==> src/rtl/rxn_status_pkg.sv <==
package rxn_status_pkg;

    localparam int REG_W      = 32;
    localparam int NUM_FLAGS  = 5;

    // flag indices within the internal flag vector
    localparam int FLG_MAXL = 0;
    localparam int FLG_OCD  = 1;
    localparam int FLG_TAE  = 2;
    localparam int FLG_SQE  = 3;
    localparam int FLG_RAE  = 4;

    localparam int OUTMON_LSB = 9;

    typedef enum logic [1:0] {
        SEQ_STAY    = 2'b00,
        SEQ_STEP    = 2'b01,
        SEQ_HOLDOFF = 2'b10,
        SEQ_OTHER   = 2'b11
    } seq_code_e;

    typedef enum logic [1:0] {
        MOD_PLAIN   = 2'b00,
        MOD_HOLDOFF = 2'b01,
        MOD_ALT_A   = 2'b10,
        MOD_ALT_B   = 2'b11
    } mod_mode_e;

    typedef struct packed {
        logic cw_range;
        logic cw_step;
        logic thr;
        logic hold;
        logic tmr;
        logic route;
        logic mode_clash;
    } res_viol_t;

    typedef struct packed {
        logic c;
        logic b;
        logic a;
    } out_lvl_t;

    function automatic int flag_rd_pos(input int idx);
        case (idx)
            FLG_MAXL: return 0;
            FLG_OCD:  return 1;
            FLG_TAE:  return 6;
            FLG_SQE:  return 7;
            default:  return 8;
        endcase
    endfunction

    function automatic int flag_clr_pos(input int idx);
        case (idx)
            FLG_MAXL: return 19;
            FLG_OCD:  return 20;
            FLG_TAE:  return 6;
            FLG_SQE:  return 7;
            default:  return 8;
        endcase
    endfunction

    function automatic logic [NUM_FLAGS-1:0] clr_from_word(input logic [REG_W-1:0] w);
        logic [NUM_FLAGS-1:0] c;
        for (int i = 0; i < NUM_FLAGS; i++) c[i] = w[flag_clr_pos(i)];
        return c;
    endfunction

    function automatic logic [REG_W-1:0] build_image(input logic [NUM_FLAGS-1:0] f,
                                                     input out_lvl_t o);
        logic [REG_W-1:0] img;
        img = '0;
        for (int i = 0; i < NUM_FLAGS; i++) img[flag_rd_pos(i)] = f[i];
        img[OUTMON_LSB +: 3] = o;
        return img;
    endfunction

    function automatic logic [REG_W-1:0] clear_mask();
        logic [REG_W-1:0] m;
        m = '0;
        for (int i = 0; i < NUM_FLAGS; i++) m[flag_clr_pos(i)] = 1'b1;
        return m;
    endfunction

    function automatic logic [REG_W-1:0] defined_rd_mask();
        logic [REG_W-1:0] m;
        m = '0;
        for (int i = 0; i < NUM_FLAGS; i++) m[flag_rd_pos(i)] = 1'b1;
        m[OUTMON_LSB +: 3] = 3'b111;
        return m;
    endfunction

endpackage

==> src/rtl/rxn_bound_chk.sv <==
module rxn_bound_chk #(
    parameter int          W     = 4,
    parameter int unsigned LIMIT = 8
) (
    input  logic [W-1:0] val,
    output logic         over
);
    always_comb over = (32'(val) >= 32'(LIMIT));
endmodule

==> src/rtl/rxn_res_check.sv <==
module rxn_res_check
    import rxn_status_pkg::*;
#(
    parameter int CW_DEPTH    = 12,
    parameter int CW_AW       = 4,
    parameter int THR_DEPTH   = 6,
    parameter int THR_AW      = 3,
    parameter int HOLD_DEPTH  = 5,
    parameter int HOLD_AW     = 3,
    parameter int TMR_DEPTH   = 4,
    parameter int TMR_AW      = 3,
    parameter int ROUTE_CHANS = 6,
    parameter int ROUTE_W     = 3
) (
    input  logic [CW_AW-1:0]   cw_addr,
    input  logic               cw_step,
    input  logic [THR_AW-1:0]  thr_addr,
    input  logic [HOLD_AW-1:0] hold_addr,
    input  logic [TMR_AW-1:0]  tmr_addr,
    input  logic [ROUTE_W-1:0] route_sel,
    input  logic [1:0]         seq_adv_code,
    input  logic [1:0]         mod_mode,
    output res_viol_t          viol,
    output logic               any_viol
);
    localparam int CW_NW = CW_AW + 1;

    logic [CW_NW-1:0] cw_next;
    logic cw_over, cw_next_over, thr_over, hold_over, tmr_over, route_over;
    seq_code_e seq_code;
    mod_mode_e mode_code;

    always_comb cw_next = {1'b0, cw_addr} + CW_NW'(1);

    rxn_bound_chk #(.W(CW_AW),   .LIMIT(CW_DEPTH))    u_cw    (.val(cw_addr),   .over(cw_over));
    rxn_bound_chk #(.W(CW_NW),   .LIMIT(CW_DEPTH))    u_cwn   (.val(cw_next),   .over(cw_next_over));
    rxn_bound_chk #(.W(THR_AW),  .LIMIT(THR_DEPTH))   u_thr   (.val(thr_addr),  .over(thr_over));
    rxn_bound_chk #(.W(HOLD_AW), .LIMIT(HOLD_DEPTH))  u_hold  (.val(hold_addr), .over(hold_over));
    rxn_bound_chk #(.W(TMR_AW),  .LIMIT(TMR_DEPTH))   u_tmr   (.val(tmr_addr),  .over(tmr_over));
    rxn_bound_chk #(.W(ROUTE_W), .LIMIT(ROUTE_CHANS)) u_route (.val(route_sel), .over(route_over));

    always_comb begin
        seq_code        = seq_code_e'(seq_adv_code);
        mode_code       = mod_mode_e'(mod_mode);
        viol.cw_range   = cw_over;
        viol.cw_step    = cw_step & cw_next_over;
        viol.thr        = thr_over;
        viol.hold       = hold_over;
        viol.tmr        = tmr_over;
        viol.route      = route_over;
        viol.mode_clash = (seq_code == SEQ_HOLDOFF) && (mode_code == MOD_HOLDOFF);
        any_viol        = |viol;
    end
endmodule

==> src/rtl/rxn_sticky_bank.sv <==
module rxn_sticky_bank #(
    parameter int N = 5
) (
    input  logic         clk,
    input  logic         rst,
    input  logic [N-1:0] set_vec,
    input  logic [N-1:0] clr_vec,
    output logic [N-1:0] q
);
    for (genvar g = 0; g < N; g++) begin : g_flag
        logic bit_q;
        always_ff @(posedge clk) begin
            if (rst)             bit_q <= 1'b0;
            else if (set_vec[g]) bit_q <= 1'b1;
            else if (clr_vec[g]) bit_q <= 1'b0;
        end
        assign q[g] = bit_q;
    end
endmodule

==> src/rtl/rxn_clr_decode.sv <==
module rxn_clr_decode
    import rxn_status_pkg::*;
(
    input  logic                 reg_wr,
    input  logic [REG_W-1:0]     reg_wdata,
    output logic [NUM_FLAGS-1:0] clr_vec
);
    always_comb clr_vec = reg_wr ? clr_from_word(reg_wdata) : '0;
endmodule

==> src/rtl/rxn_readback.sv <==
module rxn_readback
    import rxn_status_pkg::*;
(
    input  logic                 reg_rd,
    input  logic [NUM_FLAGS-1:0] flags,
    input  out_lvl_t             outs,
    output logic [REG_W-1:0]     reg_rdata
);
    always_comb reg_rdata = reg_rd ? build_image(flags, outs) : '0;
endmodule

==> src/rtl/rxn_chan_status.sv <==
module rxn_chan_status
    import rxn_status_pkg::*;
#(
    parameter int CW_DEPTH    = 12,
    parameter int CW_AW       = 4,
    parameter int THR_DEPTH   = 6,
    parameter int THR_AW      = 3,
    parameter int HOLD_DEPTH  = 5,
    parameter int HOLD_AW     = 3,
    parameter int TMR_DEPTH   = 4,
    parameter int TMR_AW      = 3,
    parameter int ROUTE_CHANS = 6,
    parameter int ROUTE_W     = 3
) (
    input  logic               clk,
    input  logic               rst,
    input  logic               chan_enabled,
    input  logic               chan_active,
    input  logic               tmr_alloc_fail,
    input  logic               mod_win_close,
    input  logic [1:0]         seq_adv_code,
    input  logic [1:0]         mod_mode,
    input  logic [CW_AW-1:0]   cw_addr,
    input  logic               cw_step,
    input  logic [THR_AW-1:0]  thr_addr,
    input  logic [HOLD_AW-1:0] hold_addr,
    input  logic [TMR_AW-1:0]  tmr_addr,
    input  logic [ROUTE_W-1:0] route_sel,
    input  logic               out_a,
    input  logic               out_b,
    input  logic               out_c,
    input  logic               adc_max_set,
    input  logic               open_ckt_set,
    input  logic               reg_wr,
    input  logic               reg_rd,
    input  logic [31:0]        reg_wdata,
    output logic [31:0]        reg_rdata
);
    res_viol_t            viol;
    logic                 res_bad;
    logic [NUM_FLAGS-1:0] set_vec;
    logic [NUM_FLAGS-1:0] clr_vec;
    logic [NUM_FLAGS-1:0] flag_q;
    out_lvl_t             outs;
    seq_code_e            seq_now;

    rxn_res_check #(
        .CW_DEPTH(CW_DEPTH), .CW_AW(CW_AW),
        .THR_DEPTH(THR_DEPTH), .THR_AW(THR_AW),
        .HOLD_DEPTH(HOLD_DEPTH), .HOLD_AW(HOLD_AW),
        .TMR_DEPTH(TMR_DEPTH), .TMR_AW(TMR_AW),
        .ROUTE_CHANS(ROUTE_CHANS), .ROUTE_W(ROUTE_W)
    ) u_res (
        .cw_addr(cw_addr), .cw_step(cw_step), .thr_addr(thr_addr),
        .hold_addr(hold_addr), .tmr_addr(tmr_addr), .route_sel(route_sel),
        .seq_adv_code(seq_adv_code), .mod_mode(mod_mode),
        .viol(viol), .any_viol(res_bad)
    );

    // state gating of each set source
    always_comb begin
        seq_now           = seq_code_e'(seq_adv_code);
        set_vec           = '0;
        set_vec[FLG_MAXL] = adc_max_set;
        set_vec[FLG_OCD]  = open_ckt_set;
        set_vec[FLG_TAE]  = chan_active & tmr_alloc_fail;
        set_vec[FLG_SQE]  = chan_active & mod_win_close & (seq_now != SEQ_STAY);
        set_vec[FLG_RAE]  = chan_enabled & res_bad;
        outs.a            = out_a;
        outs.b            = out_b;
        outs.c            = out_c;
    end

    rxn_clr_decode u_clr (
        .reg_wr(reg_wr), .reg_wdata(reg_wdata), .clr_vec(clr_vec)
    );

    rxn_sticky_bank #(.N(NUM_FLAGS)) u_flags (
        .clk(clk), .rst(rst), .set_vec(set_vec), .clr_vec(clr_vec), .q(flag_q)
    );

    rxn_readback u_rd (
        .reg_rd(reg_rd), .flags(flag_q), .outs(outs), .reg_rdata(reg_rdata)
    );
endmodule

==> config.mk <==
export PLATFORM = sky130hd
export DESIGN_NAME = rxn_chan_status
export DESIGN_NICKNAME = d
export VERILOG_FILES = /design/src/rtl/rxn_status_pkg.sv /design/src/rtl/rxn_bound_chk.sv /design/src/rtl/rxn_res_check.sv /design/src/rtl/rxn_sticky_bank.sv /design/src/rtl/rxn_clr_decode.sv /design/src/rtl/rxn_readback.sv /design/src/rtl/rxn_chan_status.sv
export SDC_FILE = /design/constraint.sdc
export NUM_CORES = 1
export LEC_CHECK = 0
export ABC_CLOCK_PERIOD_IN_PS = 5060
export BUFFER_PORTS_ARGS = -buffer_cell sky130_fd_sc_hd__buf_4
export CORE_MARGIN = 2
export CORE_UTILIZATION = 31
export DETAILED_ROUTE_END_ITERATION = 8
export HOLD_SLACK_MARGIN = 0.06
export PLACE_DENSITY_LB_ADDON = 0.15
export SKIP_LAST_GASP = 1
export SLEW_MARGIN = 20
export SYNTH_ARGS = -nofsm -noshare
export SYNTH_HDL_FRONTEND = slang
export SYNTH_HIERARCHICAL = 1
export SYNTH_SLANG_ARGS = --single-unit
==> constraint.sdc <==
create_clock -name clk -period 5.06 [get_ports clk]
set_input_delay 1.012 -clock clk [delete_from_list [all_inputs] [get_ports clk]]
set_output_delay 1.012 -clock clk [all_outputs]
set_load 0.01 [all_outputs]
==> results of run 1 <==
==> per-stage QoR <==
stage                     cells  setup slack [ns]  hold WS, ns  cell area [um^2]  utilization [%]
after global placement      143              2.48        0.458               825             43.4
after CTS                   147              2.63        0.470               851             44.7
after floorplan             104              2.65        0.444               697                -
after global routing        147              2.60        0.477               851             44.7
final                       147              2.63        0.466               851             44.7
after detailed placement    143              2.47        0.462               825             43.4
==> placed cells by master, fill, tap and decap left out, types with 2 or more instances in the layout <==
cell / n
sky130_fd_sc_hd__buf_4: 42
sky130_fd_sc_hd__conb_1: 24
sky130_fd_sc_hd__and2_1: 19
sky130_fd_sc_hd__inv_1: 5
sky130_fd_sc_hd__nand2b_1: 5
sky130_fd_sc_hd__a21oi_1: 5
sky130_fd_sc_hd__dfxtp_1: 5
sky130_fd_sc_hd__clkbuf_4: 3
sky130_fd_sc_hd__or4_1: 2
==> final cells by class <==
cell class                 instances  area [um^2]  share of cell area [%]
inverter                           5         18.8                    2.21
multi-input combinational         64          357                    41.9
tap                               27         33.8                    3.97
clock buffer                       4         26.3                    3.09
sequential                         5          100                    11.8
timing repair buffer              42          315                    37.1
==> power by group <==
part	internal [mW]	total (mW)	switching [mW]	leakage [nW]
Sequential	0.0423	0.0435	0.00113	0.0416
Combinational	0.0290	0.0494	0.0204	0.422
Clock	0.0298	0.0452	0.0155	0.0150
Total	0.101	0.138	0.0370	0.478
==> routing by layer <==
metal	wire, um	vias to the layer above	global-route usage [%]
met3	146	0	1.23
li1	-	278	-
met5	0	-	0
met4	0	0	8.57
met2	530	41	13.2
met1	415	226	11.5
==> critical path, cell delays in order <==
cell and delay [ns]:
sky130_fd_sc_hd__buf_4 0.13, sky130_fd_sc_hd__and2_1 0.13, sky130_fd_sc_hd__buf_4 0.14
==> worst max path at each step <==
stage / to / cells after the start
2_1_floorplan: u_flags/g_flag[4].bit_q / 8
3_3_place_gp: u_flags/g_flag[4].bit_q / 9
3_5_place_dp: u_flags/g_flag[4].bit_q / 9
4_1_cts: reg_rdata[0] / 3
5_1_grt: reg_rdata[0] / 3
6_report: reg_rdata[0] / 3
==> impl_results.md, run 1 <==
* Outcome: completed
* Clock insertion delay at the later pin of the skew report at 0.24 ns
* Endpoints failing hold at 0
* Final critical path time including I/O delays and setup at 2.43 ns
* Antenna-violating nets left at 0
* CTS buffer count at 3
* Highest fanout seen on the critical path at 8
* Hold/Removal Path Class: register to register
* Beginning of the worst register-to-register path: u_flags/g_flag[3].bit_q
* Standard cell core area at 1900 um^2
* First-pass GRT wire length at 1690 um
* Internal reg-to-reg setup slack at 4.49 ns
* Startpoint of the most critical setup path: reg_rd
* Worst reg2reg path depth at 2
* Initial DRT Pass Iterations at 4
* Number of sinks handled by clock tree synthesis at 5
* Filler cell count in the final layout at 215
* Largest clock skew in the final design at 0 ns
* Level count of the clock H-tree at 1
* TritonCTS clock tree: built
* Leakage component of the power at 0.478 nW
* Post-route DRC at 0
* Routed wire length per instance at 7.43 um
* Die ar. at 2340 um^2
* Initial cell density of the core at 32.1%
* IR Drop Worst-Case VDD at 0.0000645 V
* RSZ-0062 raised after global routing: false
* Crit path required time at 4.05 ns
* Arrival time worst endpoint at 1.42 ns
* Total of cells resized after clock tree synthesis at 0
* Vertical extent of the die at 48.4 um
* Horizontal die dimension at 48.4 um
* Slew Viols, Final at 0
* First DRT Iteration DRCs at 2
* Largest net degree at the start of global routing at 9
* Clk Tree Root Cell: sky130_fd_sc_hd__clkbuf_4
* Total of endpoints with negative setup slack in the final report at 0
* Ant. Diodes at 0
* Synthesis warning total at 6
* Sort of element at the start of the critical path: primary input
* Registers with the most flip-flops: u_flags/g_flag.bit_q x5
* Net count of the finished layout at 188
* Sort of element at the end of the critical path: output pin
* Share of the clock period used by the worst path at 48.0%
* Vias in the first global route at 409
* Endpoint of the most critical register-to-register path: u_flags/g_flag[3].bit_q
* Synth-to-layout area growth at 39.3%
* Number of cells on the worst hold path at 2
* Tot GR Track Use at 9.08%
* Per-cell via count in the routed design at 3.71
* I/O pin total at 98
* Routed vias at 545
* Post-layout power at 0.138 mW
* Max-cap violations at 0
* Power density normalized to cell area at 162 nW/um^2
* Share of final-layout standard cells stronger than drive strength 1 at 37.5%
* Achievable clock frequency at 412 MHz
* Hold bufs inserted after CTS at 0
* Port Buffers at 42
* Post-synthesis cell area at 611 um^2
* Floorplan row count at 16
* Final HPWL from detailed placement at 993 um
* Congestion Overflow GR at 0
* Syn Area/Cell at 7.54 um^2
* Maximum root-to-sink buffer count at 2
* Total negative slack for setup checks at 0 ns
* Number of flip-flops under the largest register name at 5
* Type of the worst setup path: primary input to output pin
* Worst Hold End: u_flags/g_flag[4].bit_q
* Worst hold path startpoint: u_flags/g_flag[4].bit_q
* Reg clk slew, reported paths at 0.04 ns
* Cells after synthesis at 81
* Routability congestion estimate from global placement at 0.698
* Number of antenna violations at the first check in global routing at 0
* Largest register by flop count: u_flags/g_flag.bit_q
* Setup bufs post-CTS at 0
* Wirelength, routed at 1090 um
Note: power is estimated with default switching activity, not from simulation.
==> inputs of run 2 (changes only) <==
--- a/config.mk
+++ b/config.mk
@@ -5,10 +5,10 @@
 export SDC_FILE = /design/constraint.sdc
 export NUM_CORES = 1
 export LEC_CHECK = 0
-export ABC_CLOCK_PERIOD_IN_PS = 5060
+export ABC_CLOCK_PERIOD_IN_PS = 2000
 export BUFFER_PORTS_ARGS = -buffer_cell sky130_fd_sc_hd__buf_4
 export CORE_MARGIN = 2
-export CORE_UTILIZATION = 31
+export CORE_UTILIZATION = 26
 export DETAILED_ROUTE_END_ITERATION = 8
 export HOLD_SLACK_MARGIN = 0.06
 export PLACE_DENSITY_LB_ADDON = 0.15
==> constraint.sdc (replaced) <==
create_clock -name clk -period 2 [get_ports clk]
set_input_delay 0.4 -clock clk [delete_from_list [all_inputs] [get_ports clk]]
set_output_delay 0.4 -clock clk [all_outputs]
set_load 0.01 [all_outputs]
==> run 2 against run 1 <==
Die area rose by 18%; power rose to 2.6 times the previous value; clock power grew to 2.6 times the previous value.
==> impl_results.md, run 2 (synthesis results as in run 1) <==
* Total negative slack for setup checks at 0 ns
* Routed wire length per instance at 7.92 um
* Setup bufs post-CTS at 0
* Total of endpoints with negative setup slack in the final report at 0
* Maximum root-to-sink buffer count at 2
* Antenna-violating nets left at 0
* Largest clock skew in the final design at 0 ns
* Congestion Overflow GR at 0
* Hold/Removal Path Class: primary input to register
* Worst hold path startpoint: rst
* IR Drop Worst-Case VDD at 0.000171 V
* Initial cell density of the core at 27.6%
* Vias in the first global route at 464
* Arrival time worst endpoint at 1.85 ns
* Initial DRT Pass Iterations at 2
* Synth-to-layout area growth at 39.5%
* Sort of element at the end of the critical path: register
* Number of antenna violations at the first check in global routing at 0
* Leakage component of the power at 0.478 nW
* Layout Utilization at 38.5%
* Standard cell core area at 2210 um^2
* Internal reg-to-reg setup slack at 1.42 ns
* Most common cell after layout, fill and taps aside: sky130_fd_sc_hd__buf_4
* Endpoint of the most critical register-to-register path: u_flags/g_flag[0].bit_q
* Wirelength, routed at 1170 um
* Total of cells resized after clock tree synthesis at 0
* Crit path required time at 2.13 ns
* Number of cells on the worst hold path at 2
* Worst reg2reg path depth at 2
* Critical Path, Cell by Cell: buf_4 -> ha_1 -> and3_1 -> a21o_1 -> and2_1 -> or4_1 -> and2_1 -> inv_1 -> a21oi_1
* Vertical extent of the die at 52.5 um
* Per-cell via count in the routed design at 3.61
* Achievable clock frequency at 584 MHz
* Floorplan row count at 17
* Ant. Diodes at 0
* Largest net degree at the start of global routing at 9
* Clock insertion delay at the later pin of the skew report at 0.24 ns
* Most common cell type on the critical path: sky130_fd_sc_hd__and2_1
* Clk Tree Root Cell: sky130_fd_sc_hd__clkbuf_4
* Final HPWL from detailed placement at 1060 um
* Largest register by flop count: u_flags/g_flag.bit_q
* Post-route DRC at 0
* Final critical path time including I/O delays and setup at 1.71 ns
* Reg clk slew, reported paths at 0.04 ns
* Endpoints failing hold at 0
* RSZ-0062 raised after global routing: false
* Tot GR Track Use at 8.22%
* I/O pin total at 98
* CTS buffer count at 3
* Max stage delay on crit path at 0.45 ns
* Port Buffers at 42
* Slowest cell on the critical path: sky130_fd_sc_hd__or4_1
* Number of sinks handled by clock tree synthesis at 5
* Share of final-layout standard cells stronger than drive strength 1 at 37.5%
* Net count of the finished layout at 188
* TritonCTS clock tree: built
* Sort of element at the start of the critical path: primary input
* Routed vias at 535
* Horizontal die dimension at 52.5 um
* Most frequent cells in the layout: sky130_fd_sc_hd__buf_4, sky130_fd_sc_hd__conb_1, sky130_fd_sc_hd__and2_1
* Routability congestion estimate from global placement at 0.642
* First-pass GRT wire length at 1730 um
* Share of the clock period used by the worst path at 85.7%
* Max-cap violations at 0
* Hold bufs inserted after CTS at 0
* Post-layout power at 0.353 mW
* Beginning of the worst register-to-register path: u_flags/g_flag[0].bit_q
* Number of flip-flops under the largest register name at 5
* Registers with the most flip-flops: u_flags/g_flag.bit_q x5
* Power density normalized to cell area at 414 nW/um^2
* Outcome: completed
* Type of the worst setup path: primary input to register
* Worst Hold End: u_flags/g_flag[4].bit_q
* First DRT Iteration DRCs at 5
* Level count of the clock H-tree at 1
* Die ar. at 2750 um^2
* Highest fanout seen on the critical path at 2
* Slew Viols, Final at 0
[run 2: cell counts in the layout (fill, tap and decap cells not counted)]
No cell type changed its count.
[run 2: worst max-delay path, delay by kind of cell]
kind,cells,cell delay [ns]
simple gates,4,0.89
fa+ha+maj,1,0.21
compound gates,2,0.19
buf+inv,2,0.15
[run 2: per-layer routing]
| metal | routed length (um) | share of wire, % | vias to the layer above | GRT usage, % |
|---|---|---|---|---|
| met4 | 0 | 0 | 0 | 5.13 |
| met1 | 458 | 39 | 212 | 9.59 |
| met3 | 177 | 15 | 0 | 1.71 |
| met5 | 0 | 0 | - | 0 |
| met2 | 536 | 46 | 43 | 13.5 |
| li1 | - | - | 280 | - |
[run 2: cell type report]
type	instances	area [um^2]
fill	248	1360
multi-input combinational	64	357
timing repair buffer	42	315
sequential	5	100
tap	28	35.0
clock buffer	4	26.3
inverter	5	18.8
[run 2: worst max path at each step]
stage,start,end,slack [ns],cells after the start
after floorplan,cw_addr[0],u_flags/g_flag[4].bit_q,0.21,8
after global placement,cw_addr[0],u_flags/g_flag[4].bit_q,0.04,9
after detailed placement,cw_addr[0],u_flags/g_flag[4].bit_q,0.03,9
after CTS,cw_addr[0],u_flags/g_flag[4].bit_q,0.29,9
after global routing,cw_addr[0],u_flags/g_flag[4].bit_q,0.20,9
final,cw_addr[0],u_flags/g_flag[4].bit_q,0.29,9
[run 2: metrics by stage]
stage / hold slack [ns] / worst slack (ns) / std cells / area [um^2]
final: 0.359 / 0.286 / 148 / 852
after global routing: 0.352 / 0.203 / 148 / 852
after CTS: 0.346 / 0.286 / 148 / 852
after detailed placement: 0.461 / 0.0296 / 144 / 826
after global placement: 0.460 / 0.0448 / 144 / 826
after floorplan: 0.444 / 0.205 / 104 / 697
[run 2: report_power, final]
group	internal (mW)	leakage, nW	total (mW)	switching (mW)
registers	0.107	0.0416	0.110	0.00312
logic	0.0734	0.422	0.125	0.0518
clock network	0.0755	0.0150	0.118	0.0422
total	0.256	0.478	0.353	0.0971
